`src/rtl/fcs_pkg.sv`:
```
package fcs_pkg;

    localparam logic [11:0] UNLK_ADDR_A = 12'h555;
    localparam logic [11:0] UNLK_ADDR_B = 12'hAAA;
    localparam logic [7:0]  UNLK_DATA_A = 8'hAA;
    localparam logic [7:0]  UNLK_DATA_B = 8'h55;
    localparam logic [7:0]  RESET_CMD   = 8'hF0;

    typedef enum logic [2:0] {
        M_READ  = 3'd0,
        M_PROG  = 3'd1,
        M_BULK  = 3'd2,
        M_SECT  = 3'd3,
        M_ERROR = 3'd4,
        M_RECOV = 3'd5
    } mode_e;

    typedef enum logic [1:0] {
        D_IDLE = 2'd0,
        D_HALF = 2'd1,
        D_OPEN = 2'd2
    } dec_e;

    typedef struct packed {
        mode_e mode;
        logic  err;
    } seq_state_t;

    function automatic logic mode_busy(mode_e m);
        return (m == M_PROG) || (m == M_BULK) || (m == M_SECT) || (m == M_RECOV);
    endfunction

    function automatic logic [7:0] status_byte(logic busy, logic err);
        return {~busy, 1'b0, err, 5'b0_0000};
    endfunction

endpackage

```
`src/rtl/fcs_unlock_dec.sv`:
```
module fcs_unlock_dec
    import fcs_pkg::*;
#(
    parameter int ADDR_W = 12
) (
    input  logic              clk,
    input  logic              rst,
    input  logic              clear_i,
    input  logic              wr_i,
    input  logic [ADDR_W-1:0] addr_i,
    input  logic [7:0]        data_i,
    output logic              rst_cmd_o
);

    dec_e st_q, st_d;
    logic hit_a, hit_b, is_rst;

    assign hit_a  = (addr_i == ADDR_W'(UNLK_ADDR_A)) && (data_i == UNLK_DATA_A);
    assign hit_b  = (addr_i == ADDR_W'(UNLK_ADDR_B)) && (data_i == UNLK_DATA_B);
    assign is_rst = (data_i == RESET_CMD);

    always_comb begin
        st_d      = st_q;
        rst_cmd_o = 1'b0;
        if (wr_i) begin
            case (st_q)
                D_IDLE: begin
                    if (hit_a)       st_d = D_HALF;
                    else if (is_rst) rst_cmd_o = 1'b1;
                end
                D_HALF: st_d = hit_b ? D_OPEN : D_IDLE;
                D_OPEN: begin
                    st_d      = D_IDLE;
                    rst_cmd_o = is_rst;
                end
                default: st_d = D_IDLE;
            endcase
        end
    end

    always_ff @(posedge clk) begin
        if (rst || clear_i) st_q <= D_IDLE;
        else                st_q <= st_d;
    end

endmodule

```
`src/rtl/fcs_timer.sv`:
```
module fcs_timer #(
    parameter int CNT_W = 10
) (
    input  logic             clk,
    input  logic             rst,
    input  logic             load_i,
    input  logic [CNT_W-1:0] val_i,
    output logic             done_o
);

    logic [CNT_W-1:0] cnt_q;

    always_ff @(posedge clk) begin
        if (rst)                cnt_q <= '0;
        else if (load_i)        cnt_q <= val_i;
        else if (cnt_q != '0)   cnt_q <= cnt_q - CNT_W'(1);
    end

    assign done_o = (cnt_q == '0);

endmodule

```
`src/rtl/fcs_prot_reg.sv`:
```
module fcs_prot_reg #(
    parameter int NSECT = 8,
    parameter int SEL_W = 3
) (
    input  logic             clk,
    input  logic             rst,
    input  logic             we_i,
    input  logic [NSECT-1:0] data_i,
    input  logic [SEL_W-1:0] sel_i,
    output logic [NSECT-1:0] prot_o,
    output logic             sel_hit_o,
    output logic             any_o
);

    for (genvar g = 0; g < NSECT; g++) begin : g_bit
        always_ff @(posedge clk) begin
            if (rst)       prot_o[g] <= 1'b0;
            else if (we_i) prot_o[g] <= data_i[g];
        end
    end

    assign sel_hit_o = prot_o[sel_i];
    assign any_o     = |prot_o;

endmodule

```
`src/rtl/flash_cmd_seq.sv`:
```
module flash_cmd_seq
    import fcs_pkg::*;
#(
    parameter int CLK_MHZ     = 40,
    parameter int RECOV_US    = 25,
    parameter int BUSY_CYCLES = 64,
    parameter int ADDR_W      = 12,
    parameter int NSECT       = 8
) (
    input  logic                     clk,
    input  logic                     rst,
    input  logic                     hw_rst_i,
    input  logic                     wr_en_i,
    input  logic [ADDR_W-1:0]        wr_addr_i,
    input  logic [7:0]               wr_data_i,
    input  logic                     prog_start_i,
    input  logic                     sect_start_i,
    input  logic                     bulk_start_i,
    input  logic [$clog2(NSECT)-1:0] sect_sel_i,
    input  logic                     op_fail_i,
    input  logic                     prot_we_i,
    input  logic [NSECT-1:0]         prot_data_i,
    output logic [2:0]               mode_o,
    output logic                     busy_o,
    output logic [7:0]               status_o,
    output logic [NSECT-1:0]         prot_o
);

    localparam int SEL_W     = $clog2(NSECT);
    localparam int RECOV_CYC = CLK_MHZ * RECOV_US;
    localparam int MAX_CYC   = (RECOV_CYC > BUSY_CYCLES) ? RECOV_CYC : BUSY_CYCLES;
    localparam int CNT_W     = $clog2(MAX_CYC + 1);
    localparam logic [CNT_W-1:0] BUSY_LD  = CNT_W'(BUSY_CYCLES - 1);
    localparam logic [CNT_W-1:0] RECOV_LD = CNT_W'(RECOV_CYC - 1);

    seq_state_t       cur_q, nxt;
    logic             rst_cmd;
    logic             t_load, t_done;
    logic [CNT_W-1:0] t_val;
    logic             sel_prot, any_prot;

    fcs_unlock_dec #(.ADDR_W(ADDR_W)) u_dec (
        .clk       (clk),
        .rst       (rst),
        .clear_i   (hw_rst_i),
        .wr_i      (wr_en_i),
        .addr_i    (wr_addr_i),
        .data_i    (wr_data_i),
        .rst_cmd_o (rst_cmd)
    );

    fcs_timer #(.CNT_W(CNT_W)) u_tmr (
        .clk    (clk),
        .rst    (rst),
        .load_i (t_load),
        .val_i  (t_val),
        .done_o (t_done)
    );

    fcs_prot_reg #(.NSECT(NSECT), .SEL_W(SEL_W)) u_prot (
        .clk       (clk),
        .rst       (rst),
        .we_i      (prot_we_i),
        .data_i    (prot_data_i),
        .sel_i     (sect_sel_i),
        .prot_o    (prot_o),
        .sel_hit_o (sel_prot),
        .any_o     (any_prot)
    );

    // Next-state selection: hardware reset first, then commands, then completion.
    always_comb begin
        nxt    = cur_q;
        t_load = 1'b0;
        t_val  = BUSY_LD;
        case (cur_q.mode)
            M_READ: begin
                if (!hw_rst_i) begin
                    if (prog_start_i || sect_start_i) begin
                        if (sel_prot) begin
                            nxt.mode = M_ERROR;
                            nxt.err  = 1'b1;
                        end else begin
                            nxt.mode = prog_start_i ? M_PROG : M_SECT;
                            t_load   = 1'b1;
                        end
                    end else if (bulk_start_i) begin
                        if (any_prot) begin
                            nxt.mode = M_ERROR;
                            nxt.err  = 1'b1;
                        end else begin
                            nxt.mode = M_BULK;
                            t_load   = 1'b1;
                        end
                    end
                end
            end
            M_PROG, M_BULK, M_SECT: begin
                if (hw_rst_i || (rst_cmd && cur_q.mode == M_SECT)) begin
                    nxt.mode = M_RECOV;
                    t_load   = 1'b1;
                    t_val    = RECOV_LD;
                end else if (op_fail_i) begin
                    nxt.mode = M_ERROR;
                    nxt.err  = 1'b1;
                end else if (t_done) begin
                    nxt.mode = M_READ;
                end
            end
            M_ERROR: begin
                if (hw_rst_i) begin
                    nxt.mode = M_READ;
                    nxt.err  = 1'b0;
                end else if (rst_cmd) begin
                    nxt.mode = M_RECOV;
                    nxt.err  = 1'b0;
                    t_load   = 1'b1;
                    t_val    = RECOV_LD;
                end
            end
            M_RECOV: begin
                if (t_done) nxt.mode = M_READ;
            end
            default: begin
                nxt.mode = M_READ;
                nxt.err  = 1'b0;
            end
        endcase
    end

    always_ff @(posedge clk) begin
        if (rst) begin
            cur_q.mode <= M_READ;
            cur_q.err  <= 1'b0;
        end else begin
            cur_q <= nxt;
        end
    end

    assign mode_o   = cur_q.mode;
    assign busy_o   = mode_busy(cur_q.mode);
    assign status_o = status_byte(busy_o, cur_q.err);

endmodule

```
`config.mk`:
```
export PLATFORM = sky130hd
export DESIGN_NAME = flash_cmd_seq
export DESIGN_NICKNAME = d
export VERILOG_FILES = /design/src/rtl/fcs_pkg.sv /design/src/rtl/fcs_unlock_dec.sv /design/src/rtl/fcs_timer.sv /design/src/rtl/fcs_prot_reg.sv /design/src/rtl/flash_cmd_seq.sv
export SDC_FILE = /design/constraint.sdc
export NUM_CORES = 1
export LEC_CHECK = 0
export BUFFER_PORTS_ARGS = -buffer_cell sky130_fd_sc_hd__buf_4
export CAP_MARGIN = 20
export CORE_MARGIN = 1.5
export CORE_UTILIZATION = 48
export CTS_CLUSTER_DIAMETER = 50
export CTS_CLUSTER_SIZE = 40
export DETAILED_ROUTE_END_ITERATION = 7
export PLACE_DENSITY = 0.85
export SKIP_CTS_REPAIR_TIMING = 1
export SLEW_MARGIN = 20
export SYNTH_ARGS = -nofsm -noshare
export SYNTH_HDL_FRONTEND = slang
export SYNTH_SLANG_ARGS = --single-unit
```
`constraint.sdc`:
```
create_clock -name clk -period 2.45 [get_ports clk]
set_input_delay 0.3675 -clock clk [delete_from_list [all_inputs] [get_ports clk]]
set_output_delay 0.3675 -clock clk [all_outputs]
set_load 0.005 [all_outputs]
```
# Yosys cells after proc, flatten, opt, wreduce, memory -nomap -nowiden
# Cells that the tools add are included.
# op_classes
addsub,1
mul,0
div,0
n_lt_le_gt_ge,1
n_eq_ne,20
n_shift,0
muxes,41
bitwise_logic,2
n_reduce_logical,19
# ops
op,count
$mux W10,5
$mux W4,5
$pmux W10 S2,1
$eq A8 B8 Y1 const B,2
$mux W1,16
$mux W3,5
$eq A12 B11 Y1 const B,1
$eq A12 B12 Y1 const B,1
$ne A3 B3 Y1 const B,4
$pmux W3 S4,1
$logic_not A10 Y1,1
$reduce_bool A10 Y1,1
$sub A10 B1 Y10 const B,1
$eq A8 B7 Y1 const B,1
$reduce_and A8 Y1,1
$reduce_or A8 Y1,1
$eq A3 B2 Y1 const B,2
$eq A3 B3 Y1 const B,2
$logic_or A1 B1 Y1,6
$mux W2,3
$ne A2 B2 Y1 const B,3
$lt A3 B4 Y1 const B,1
$pmux W1 S4,1
$pmux W2 S2,1
15 further kinds,18
# totals
regBits,24
latch_bits,0
mem_bits_rw,0
rom_bits,0
output_inout_bits,20
elab_cells,96
mem_count,0

# Logic depth before layout (Yosys ltp)
# Gate-level depths: netlist of run 1.
# depth
word_depth,10
ltp_mapped,7
depth_no_buf,6

# Modules after synthesis
# Synthesis of run 1 repeated with hierarchy kept, for this count alone.
# unflattened
hier_cells,196
hier_area_um2,1647.8
# modules_own_cells
mod,instances,cells_each,area_each_um2,seq_area_each_um2
fcs_timer,1,73,613.1,200.2
flash_cmd_seq,1,64,461.7,80.1
fcs_prot_reg,1,32,359.1,160.2
fcs_unlock_dec,1,27,214.0,40.0

# Least setup slack after synthesis of run 1
# Ideal clock, no wire load.
# synth_timing
kind,input to register
start,input wr_data_i[0]
end,"register cur_q, in the netlist status_o[5]"
setup_ps,103
arrival_ps,1652
required_ps,2347
setup_slack_ps,695
path_stages,5
path_cell_list,or3_4 -> nor4_4 -> o21ai_2 -> a21o_1 -> a2111oi_2
# synth_between
elab_chain_len,9
word_cells_on_any_way,12
cone_classes,4 x eq/ne; 4 x mux; 4 x reduce/logical
# synth_rtl
element,line_no,rtl
"start, declared",flash_cmd_seq.sv:15,"input logic [7:0] wr_data_i,"
"$eq A8 B8 Y1, on equally long branches","fcs_unlock_dec.sv:20, fcs_unlock_dec.sv:18",
$mux W1 / $logic_and A1 B1 Y1 (equally long branches),"fcs_unlock_dec.sv:29, fcs_unlock_dec.sv:18",
$mux W1,fcs_unlock_dec.sv:28,if (hit_a) st_d = D_HALF;
$pmux W1 S2 (*),fcs_unlock_dec.sv:26,case (st_q)
$mux W1 (*),fcs_unlock_dec.sv:25,if (wr_i) begin
$logic_and A1 B1 Y1,flash_cmd_seq.sv:99,if (hw_rst_i || (rst_cmd && cur_q.mode == M_SECT)) begin
$logic_or A1 B1 Y1,flash_cmd_seq.sv:99,
$ne A2 B2 Y1 (no line),-,
$reduce_and A8 Y1 (no line) (*),-,
"end signal, assigned",flash_cmd_seq.sv:136,cur_q <= nxt;
"end, declared",flash_cmd_seq.sv:36,"seq_state_t cur_q, nxt;"
# Every way passes the cells marked *; elsewhere a longest branch is shown, timed or not.
# A chain may end at the register's enable or synchronous reset.

# Worst setup path in the final report of run 1
# layout_timing
start,"register cur_q, in the netlist mode_o[2]"
end,output busy_o
# layout_between
elab_chain_len,4
word_cells_on_any_way,7
cone_classes,4 x eq/ne; 3 x reduce/logical
# layout_rtl
element,line_no,rtl
$eq A3 B1 Y1 / $eq A3 B2 Y1 (equally long branches),fcs_pkg.sv:30,return (m == M_PROG) || (m == M_BULK) || (m == M_SECT) || (m == M_RECOV);
$logic_or A1 B1 Y1 (2 in series),fcs_pkg.sv:30,
$logic_or A1 B1 Y1 (*),fcs_pkg.sv:30,
"end, declared",flash_cmd_seq.sv:24,"output logic busy_o,"
# Marked as above.

==> impl_metrics.yaml, run 1 <==
timing:
  slew_violations: 0
  timing.final.ws_setup_ns: 0.542
  fmax_ghz: 0.524
  setup_viol: 0
  worst_clock_skew_ns: 0.00315
  finalSetupTns_ns: 0
  rsz0062_at_grt: "false"
  finalCritPeriodShare_pct: 77.9
  post-route-min-period_ns: 1.91
  slew_headroom_pct: 60.8
  worst_pin_slew_ns: 0.588
  hold_viol: 0
drt:
  drt_iter0_drc: 43
  wl_per_cell_um: 13.1
  viasPerCell: 5.62
  vias: 1541
  wl_um: 3590
  antenna_left: 0
  dr.pass1.iters: 5
  drc: 0
finish:
  layout.nets: 272
  n_antenna_cell: 0
  nFillCells: 281
  area.sequential_um2: 480
  drive_gt1_share_pct: 31.3
  area_growth_syn_to_layout_pct: 30.5
  multi_input_area_um2: 945
worst_setup_path:
  path_class: "flip-flop to output pin"
  end_kind: "output pin"
  path_max_fanout: 11
  cpMostUsedCell: "inv_1"
  worstPathCellList: "inv_1 -> a21oi_1 -> inv_1 -> buf_4"
  r2r_start: "mode_o[2]"
  cp.arrival_ns: 1.54
  cp_slowest_cell: "dfxtp_1"
  critPathBufInv: 3
  max_stage_delay_ns: 0.55
  crit_family: "flip-flops"
  reg2reg_depth: 5
  worst_ep_required_time_ns: 2.08
  worst_setup_path_start_kind: "flip-flop"
  r2r_setup_slack_ns: 0.55
  timing.rr.end: "u_tmr.cnt_q[6]"
pwr:
  ir_drop_mv: 0.429
  p_leak_nw: 0.869
  p_per_area_nw_per_um2: 812
  p_switching_mw: 0.592
  swShare_pct: 37.1
  power_frac_clock_pct: 18.1
  intPower_mw: 1.00
  power_frac_seq_pct: 36.4
  pwr-share-comb_pct: 45.5
placed_design:
  post-place-ws_ns: 0.429
  gp_routability_congestion: 0.905
  hpwl_um: 2790
  port_buffers: 53
floorplanning:
  num_rows: 20
  io_pins: 60
  die_h_um: 59
  die_w_um: 59
  core-area_um2: 3030
  initial_core_util_pct: 49.7
  dieArea_um2: 3480
global_route:
  grt_usage_pct: 21.3
  grt_pass1_wl_um: 5840
  gr-total-overflow: 0
  grt_max_degree: 22
  antenna_found_initial: 0
  grt_pass1_vias: 1391
logic_synthesis:
  synth_top_area_cell: "dfxtp_1"
  syn-cell-area_um2: 1510
  ys_seq_elements: 24
  synth.area.top_cells: "dfxtp_1 (32%), mux2i_1 (6.7%), nor3_1 (4.0%)"
  synthTopCellsByCount: "dfxtp_1 (24), nor2_1 (16), nor3_1 (12)"
  synth_top_area_share_pct: 31.9
  yosys_most_used_dff: "dfxtp_1"
  syn_area_per_cell_um2: 8.36
  synth-edff-count: 0
  syn_inst: 180
  yosysWarnings: 0
  synth.yosys.seq_area_share_pct: 31.9
  synth_cell_types: 49
  async_reset_ff_share_pct: 0
  synth.most_common_cell: "dfxtp_1"
clock_network:
  root_buffer: "clkbuf_4"
  cts.clk_slew.worst_paths_ns: 0.13
  numClockSinks: 24
  htree_levels: 1
  clock_latency_ns: 0.32
  clock_path_buffers: 2
  cts_tree: "done"
  cts_buffers: 3
job:
  maxCapViolCount: 0
min_path:
  min_path_cells: 3
  holdPathEnd: "u_prot.prot_o[3]"
  hold_path.class: "primary input to flip-flop"
  worstHoldStart: "prot_data_i[3]"
run_status:
  status: "completed"
==> worst max path at each step <==
| stage | startpoint | endpoint | cells past startpoint |
|---|---|---|---|
| 6_report | mode_o[2] | busy_o | 4 |
| 3_5_place_dp | wr_data_i[0] | status_o[5] | 6 |
| 3_3_place_gp | wr_data_i[0] | status_o[5] | 6 |
| 4_1_cts | u_dec.st_q[0] | status_o[5] | 5 |
| 2_1_floorplan | wr_data_i[0] | status_o[5] | 5 |
| 5_1_grt | mode_o[2] | u_tmr.cnt_q[8] | 5 |
==> state kept, by name, summed over array words and instances (netlist names) <==
register and flops:
mode_o 3, status_o 1, u_dec.st_q 2, u_prot.prot_o 8
u_tmr.cnt_q 10
==> per-layer routing <==
metal  routed length (um)  global-route usage, %
met3                  255                   3.28
met5                    0                      0
met2                 1660                   38.4
met4                   72                   8.44
met1                 1600                   25.1
==> kinds of logic (layout without fill, tap and decap cells) <==
group / count (synthesis) / in the layout / synth area share (%)
flip-flops: 24 / 24 / 31.9
XOR/XNOR: 8 / 8 / 4.66
buffers and inverters: 20 / 65 / 6.57
adder cells (fa/ha/maj): 1 / 1 / 0.831
multiplexers: 11 / 11 / 8.15
other: 1 / 6 / 0.249
AO/OA/AOI/OAI: 35 / 35 / 16.5
AND/OR/NAND/NOR: 80 / 80 / 31.1
==> through the flow <==
stage	power, mW	cells	instance area [um2]	hold slack (ns)	utilization, %
after floorplan	1.09	185	1520	0.457	-
after global placement	1.30	270	1910	0.474	63.1
after detailed placement	1.31	270	1910	0.481	63.1
after CTS	1.60	274	1960	0.273	64.9
after global routing	1.70	274	1960	0.283	64.9
final	1.59	274	1960	0.273	64.9
==> final cells by class <==
class	instances	area share, %
Clock buffer	3	1.15
Clock inverter	1	1.53
Inverter	7	1.34
Multi-Input combinational cell	141	48.1
Sequential cell	24	24.5
Tap cell	44	2.80
Timing Repair Buffer	54	20.6
==> worst register-to-register path, stage by stage, from the launching register on <==
cell     delay (ns)
dfxtp_1        0.55
or4b_1         0.54
o21ai_0        0.11
a32oi_1        0.19
nor2_1         0.31
a31o_2         0.15
==> power by group through the flow <==
stage	sequential (mW)	combinational (mW)	clock, mW
detailed placement	0.588	0.717	0
global placement	0.587	0.711	0
floorplan	0.562	0.524	0
CTS	0.580	0.725	0.293
finish	0.581	0.726	0.288
global route	0.597	0.803	0.304
==> cell usage in the layout (no fill, tap or decap), types with 5 or more instances in the layout <==
cell type	netlist	layout
a21oi_1	8	8
buf_4	6	54
conb_1	1	6
dfxtp_1	24	24
inv_1	7	7
mux2i_1	10	10
nand2_1	11	11
nand3_1	7	7
nor2_1	16	16
nor3_1	12	12
nor4_1	5	5
o21ai_0	5	5
xor2_1	5	5
Power figures use the tool's default switching activity.
==> inputs of run 2 (changes only) <==
--- a/config.mk
+++ b/config.mk
@@ -5,14 +5,15 @@
 export SDC_FILE = /design/constraint.sdc
 export NUM_CORES = 1
 export LEC_CHECK = 0
+export ABC_AREA = 1
 export BUFFER_PORTS_ARGS = -buffer_cell sky130_fd_sc_hd__buf_4
 export CAP_MARGIN = 20
 export CORE_MARGIN = 1.5
-export CORE_UTILIZATION = 48
+export CORE_UTILIZATION = 44
 export CTS_CLUSTER_DIAMETER = 50
 export CTS_CLUSTER_SIZE = 40
 export DETAILED_ROUTE_END_ITERATION = 7
-export PLACE_DENSITY = 0.85
+export PLACE_DENSITY = 0.81
 export SKIP_CTS_REPAIR_TIMING = 1
 export SLEW_MARGIN = 20
 export SYNTH_ARGS = -nofsm -noshare
==> constraint.sdc (replaced) <==
create_clock -name clk -period 1.75 [get_ports clk]
set_input_delay 0.2625 -clock clk [delete_from_list [all_inputs] [get_ports clk]]
set_output_delay 0.2625 -clock clk [all_outputs]
set_load 0.005 [all_outputs]
==> run 2 against run 1 <==
Against the previous run: register-to-register slack worse by 0.37 ns; first-iteration DRC count is 28% higher; sequential share of layout area is 1.6 points lower; synthesized cell count is 46% higher; sequential power is 41% higher; wire length is 4.4% higher; non-clock buffer count stayed put; cell count is 32% higher; largest cell class unchanged.
==> impl_metrics.yaml, run 2 <==
drt:
  dr.pass1.iters: 4
  wl_um: 3740
  wl_met1_um: 1750
  wl_per_cell_um: 10.3
  wl_met3_um: 261
  drt_iter0_drc: 55
  antenna_left: 0
  drc: 0
  viasPerCell: 4.84
  vias: 1752
  top_layer_used: "met4"
  dr_wl_met2_um: 1710
worst_setup_path:
  worstPathCellList: "inv_1 -> ha_2 -> nand2_1 -> nor2_4 -> nand3_4 -> nand2_1 -> xor2_1 -> nand3_1 -> nand2_1 -> inv_1"
  max_stage_delay_ns: 0.32
  cp_slowest_cell: "dfxtp_1"
  cpMostUsedCell: "nand2_1"
  critPathBufInv: 2
  crit_family: "simple AND/OR/NAND/NOR gates"
  timing.rr.end: "u_tmr.cnt_q[5]"
  worst_setup_path_start_kind: "flip-flop"
  worst_ep_required_time_ns: 1.91
  reg2reg_depth: 10
  path_max_fanout: 8
  r2r_setup_slack_ns: 0.18
  end_kind: "flip-flop"
  path_class: "flip-flop to flip-flop"
  r2r_start: "u_tmr.cnt_q[0]"
  cp.arrival_ns: 1.73
timing:
  setup_viol: 0
  hold_viol: 0
  timing.final.ws_setup_ns: 0.182
  rsz0062_at_grt: "false"
  worst_clock_skew_ns: 0.00695
  slew_violations: 0
  finalSetupTns_ns: 0
  finalCritPeriodShare_pct: 89.6
  post-route-min-period_ns: 1.57
  fmax_ghz: 0.638
finish:
  n_antenna_cell: 0
  layout_commonest_cell: "nor2_1"
  area_growth_syn_to_layout_pct: 29.7
  finish.instance_area_um2: 2110
  finalNonFillerCells: 362
  layout.nets: 358
  drive_gt1_share_pct: 21.8
  top_register: "u_tmr.cnt_q"
  largest_reg_flops: 10
  layout_common_cells: "nor2_1 (63), buf_4 (54), nand2_1 (45), inv_1 (35), dfxtp_1 (24)"
logic_synthesis:
  syn_area_per_cell_um2: 6.20
  synth.most_common_cell: "nor2_1"
  syn_inst: 262
  synth_top_area_share_pct: 29.6
  synth-xor-area-share_pct: 4.85
  synthTopCellsByCount: "nor2_1 (63), nand2_1 (45), inv_1 (35)"
  synth_cell_types: 31
  ys_seq_elements: 24
  yosysWarnings: 0
  synth_top_area_cell: "dfxtp_1"
  syn-cell-area_um2: 1620
  synth.area.top_cells: "dfxtp_1 (30%), nor2_1 (15%), nand2_1 (10%)"
  async_reset_ff_share_pct: 0
  synth_top_family_by_area: "simple AND/OR/NAND/NOR gates"
  synth.yosys.seq_area_share_pct: 29.6
  synthSimpleGateAreaFrac_pct: 41.7
  synthAdderAreaFrac_pct: 0.770
  synthMuxAreaShare_pct: 0
  synth_compound_area_share_pct: 10.3
  yosys_most_used_dff: "dfxtp_1"
  synth-edff-count: 0
pwr:
  intPower_mw: 1.45
  pwr-share-comb_pct: 51.5
  p_per_area_nw_per_um2: 1170
  swShare_pct: 41.0
  ir_drop_mv: 0.544
  p_leak_nw: 1.07
  power_frac_clock_pct: 15.2
  p_switching_mw: 1.01
  power_frac_seq_pct: 33.3
min_path:
  hold_path.class: "primary input to flip-flop"
  min_path_cells: 2
  holdPathEnd: "u_tmr.cnt_q[3]"
  worstHoldStart: "rst"
floorplanning:
  die_w_um: 63.8
  dieArea_um2: 4060
  io_pins: 60
  core-area_um2: 3440
  die_h_um: 63.8
  num_rows: 21
  initial_core_util_pct: 47.2
clock_network:
  cts_tree: "done"
  clock_latency_ns: 0.26
  cts.clk_slew.worst_paths_ns: 0.08
  root_buffer: "clkbuf_8"
  cts_buffers: 3
  clock_path_buffers: 2
  numClockSinks: 24
  htree_levels: 1
global_route:
  gr-total-overflow: 0
  grt_pass1_vias: 1607
  grt_max_degree: 16
  grt_pass1_wl_um: 6730
  antenna_found_initial: 0
  grt_usage_pct: 20.1
placed_design:
  post-place-ws_ns: 0.173
  port_buffers: 53
  placed_area_um2: 2030
  gp_routability_congestion: 0.926
  hpwl_um: 3010
  placed_cells: 357
run_status:
  status: "completed"
job:
  maxCapViolCount: 0
## run 2: changes by cell type after synthesis, moves of 5 or more
cell / before / now
nor2_1: 16 / 63
nand2_1: 11 / 45
inv_1: 7 / 35
nand3_1: 7 / 22
o21ai_0: 5 / 16
mux2i_1: 10 / 0
nor3_1: 12 / 2
nand4_1: 0 / 9
clkbuf_1: 6 / 1
## run 2: cell type report
cell class / instances / area (um2)
well taps: 46 / 57.6
multi-input cells: 197 / 968
flip-flops and latches: 24 / 480
repair buffers: 54 / 405
clock buffers: 4 / 55.1
inverters: 37 / 139
fillers: 319 / 1340
## run 2: per-stage QoR
| step | hold slack (ns) | total power [mW] | util (%) |
|---|---|---|---|
| 3_3_place_gp | 0.475 | 2.02 | 59.1 |
| 4_1_cts | 0.201 | 2.42 | 60.7 |
| 6_report | 0.200 | 2.45 | 61.2 |
| 3_5_place_dp | 0.479 | 2.03 | 59.1 |
| 5_1_grt | 0.198 | 2.70 | 61.2 |
| 2_1_floorplan | 0.329 | 1.73 | - |
## run 2: power groups by stage
| stage | Combinational, mW | Clock, mW | Sequential, mW |
|---|---|---|---|
| 6_report | 1.26 | 0.374 | 0.817 |
| 5_1_grt | 1.45 | 0.408 | 0.838 |
| 4_1_cts | 1.23 | 0.377 | 0.816 |
| 3_5_place_dp | 1.21 | 0 | 0.826 |
| 3_3_place_gp | 1.19 | 0 | 0.825 |
| 2_1_floorplan | 0.937 | 0 | 0.792 |
## run 2: how the worst max path moves through the flow
stage                         startpoint        endpoint  slack [ns]  cells after the start
after floorplan           u_tmr.cnt_q[0]  u_tmr.cnt_q[5]        0.29                     10
after global placement    u_tmr.cnt_q[0]  u_tmr.cnt_q[1]        0.22                      9
after detailed placement  u_tmr.cnt_q[0]  u_tmr.cnt_q[5]        0.17                     10
after CTS                 u_tmr.cnt_q[0]  u_tmr.cnt_q[5]        0.11                     10
after global routing      u_tmr.cnt_q[0]  u_tmr.cnt_q[1]        0.01                      9
final                     u_tmr.cnt_q[0]  u_tmr.cnt_q[5]        0.18                     10
## run 2: kinds of logic (layout without fill, tap and decap cells)
kind of cell,after synthesis,after routing
other,1,6
XOR/XNOR,9,9
AO/OA/AOI/OAI,29,29
flip-flops,24,24
buffers and inverters,46,95
adder cells (fa/ha/maj),1,1
AND/OR/NAND/NOR,152,152
## run 2: metal layers
layer,vias up,track usage (%)
met4,0,4.89
met1,752,26.0
met3,2,3.17
met2,64,35.0
li1,934,-
met5,-,0
==> inputs of run 3 (changes only) <==
--- a/config.mk
+++ b/config.mk
@@ -6,14 +6,15 @@
 export NUM_CORES = 1
 export LEC_CHECK = 0
 export ABC_AREA = 1
+export ABC_CLOCK_PERIOD_IN_PS = 1750
 export BUFFER_PORTS_ARGS = -buffer_cell sky130_fd_sc_hd__buf_4
 export CAP_MARGIN = 20
 export CORE_MARGIN = 1.5
-export CORE_UTILIZATION = 44
+export CORE_UTILIZATION = 35
 export CTS_CLUSTER_DIAMETER = 50
 export CTS_CLUSTER_SIZE = 40
 export DETAILED_ROUTE_END_ITERATION = 7
-export PLACE_DENSITY = 0.81
+export PLACE_DENSITY = 0.68
 export SKIP_CTS_REPAIR_TIMING = 1
 export SLEW_MARGIN = 20
 export SYNTH_ARGS = -nofsm -noshare
==> constraint.sdc (replaced) <==
create_clock -name clk -period 1.75 [get_ports clk]
set_input_delay 0.2625 -clock clk [delete_from_list [all_inputs] [get_ports clk]]
set_output_delay 0.2625 -clock clk [all_outputs]
set_load 0.1 [all_outputs]
==> run 3 against run 2 <==
Against the previous run: register-to-register slack barely moved; flip-flop and latch count unchanged; clock skew shrank 0.0018 ns.
==> impl_metrics.yaml, run 3 (synthesized netlist as in run 2, its figures left out) <==
drt:
  dr.pass1.iters: 4
  wl_um: 3850
  drt_iter0_drc: 92
  drc: 0
  viasPerCell: 4.77
  vias: 1752
  wl_per_cell_um: 10.5
  antenna_left: 0
timing:
  slew_violations: 0
  setup_viol: 0
  post-route-min-period_ns: 1.57
  fmax_ghz: 0.637
  timing.final.ws_setup_ns: 0.180
  worst_clock_skew_ns: 0.00513
  finalCritPeriodShare_pct: 89.7
  rsz0062_at_grt: "false"
  hold_viol: 0
floorplanning:
  core-area_um2: 4410
  die_h_um: 71.1
  initial_core_util_pct: 36.8
  die_w_um: 71.1
  io_pins: 60
  num_rows: 24
  dieArea_um2: 5060
worst_setup_path:
  path_max_fanout: 5
  cp.arrival_ns: 1.31
  worst_ep_required_time_ns: 1.49
  end_kind: "output pin"
  path_class: "flip-flop to output pin"
  worst_setup_path_start_kind: "flip-flop"
placed_design:
  port_buffers: 53
  post-place-ws_ns: 0.158
  hpwl_um: 3140
  gp_routability_congestion: 0.931
  placed_area_um2: 2080
pwr:
  p_leak_nw: 1.07
  ir_drop_mv: 0.444
  p_per_area_nw_per_um2: 1360
clock_network:
  cts_tree: "done"
  cts.clk_slew.worst_paths_ns: 0.09
  cts_buffers: 3
  htree_levels: 1
  root_buffer: "clkbuf_8"
  numClockSinks: 24
  clock_latency_ns: 0.26
  clock_path_buffers: 2
finish:
  area_growth_syn_to_layout_pct: 31.7
  layout_common_cells: "nor2_1 (63), buf_4 (53), nand2_1 (44), inv_1 (34), nand3_1 (22)"
  largest_reg_flops: 10
  nFillCells: 469
  layout.nets: 357
  drive_gt1_share_pct: 25.7
  finish.instance_area_um2: 2140
  layout_commonest_cell: "nor2_1"
  top_register: "u_tmr.cnt_q"
  n_antenna_cell: 0
min_path:
  hold_path.class: "primary input to flip-flop"
global_route:
  grt_max_degree: 16
  grt_pass1_wl_um: 6600
  gr-total-overflow: 0
  grt_usage_pct: 15.9
  grt_pass1_vias: 1490
  antenna_found_initial: 0
run_status:
  status: "completed"
job:
  maxCapViolCount: 0
-- run 3: per-layer routing --
metal / share of wire (%) / track usage [%]
met3: 7.9 / 2.99
met2: 43 / 24.9
met1: 48 / 22.5
met4: 0.96 / 4.40
met5: 0 / 0
-- run 3: layout make-up --
cell class / count / area (um2) / area share, %
inverter: 37 / 143 / 6.67
multi-input combinational: 197 / 977 / 45.7
sequential: 24 / 502 / 23.5
tap: 52 / 65.1 / 3.04
clock buffer: 4 / 55.1 / 2.57
timing repair buffer: 53 / 398 / 18.6
-- run 3: metrics by stage --
stage                     util, %  std cells  hold WS [ns]  TNS (ns)  power [mW]
after global routing         48.5        367         0.188         0        3.14
after global placement       47.2        363         0.479         0        2.50
after floorplan                 -        267         0.322   -0.0101        2.20
final                        48.5        367         0.195         0        2.90
after CTS                    48.4        367         0.189         0        2.90
after detailed placement     47.2        363         0.478         0        2.52
-- run 3: worst paths after layout --
path,start,endpoint,slack (ns),cells past startpoint
setup / recovery,mode_o[1],busy_o,0.18,5
hold / removal,rst,u_tmr.cnt_q[3],0.19,2
setup reg to reg,u_tmr.cnt_q[0],u_tmr.cnt_q[5],0.19,10
hold reg to reg,status_o[5],status_o[5],0.52,4
-- run 3: power breakdown --
group	switching [mW]	internal [mW]	total, mW	leakage [nW]
registers	0.125	0.702	0.827	0.203
logic	1.14	0.561	1.70	0.837
clock network	0.175	0.201	0.376	0.0288
total	1.44	1.46	2.90	1.07
-- run 3: critical path, cell delays in order, from the launching register on --
cell	delay, ns
dfxtp_4	0.37
inv_1	0.05
nor2_1	0.13
inv_1	0.12
nand2_8	0.08
buf_4	0.29
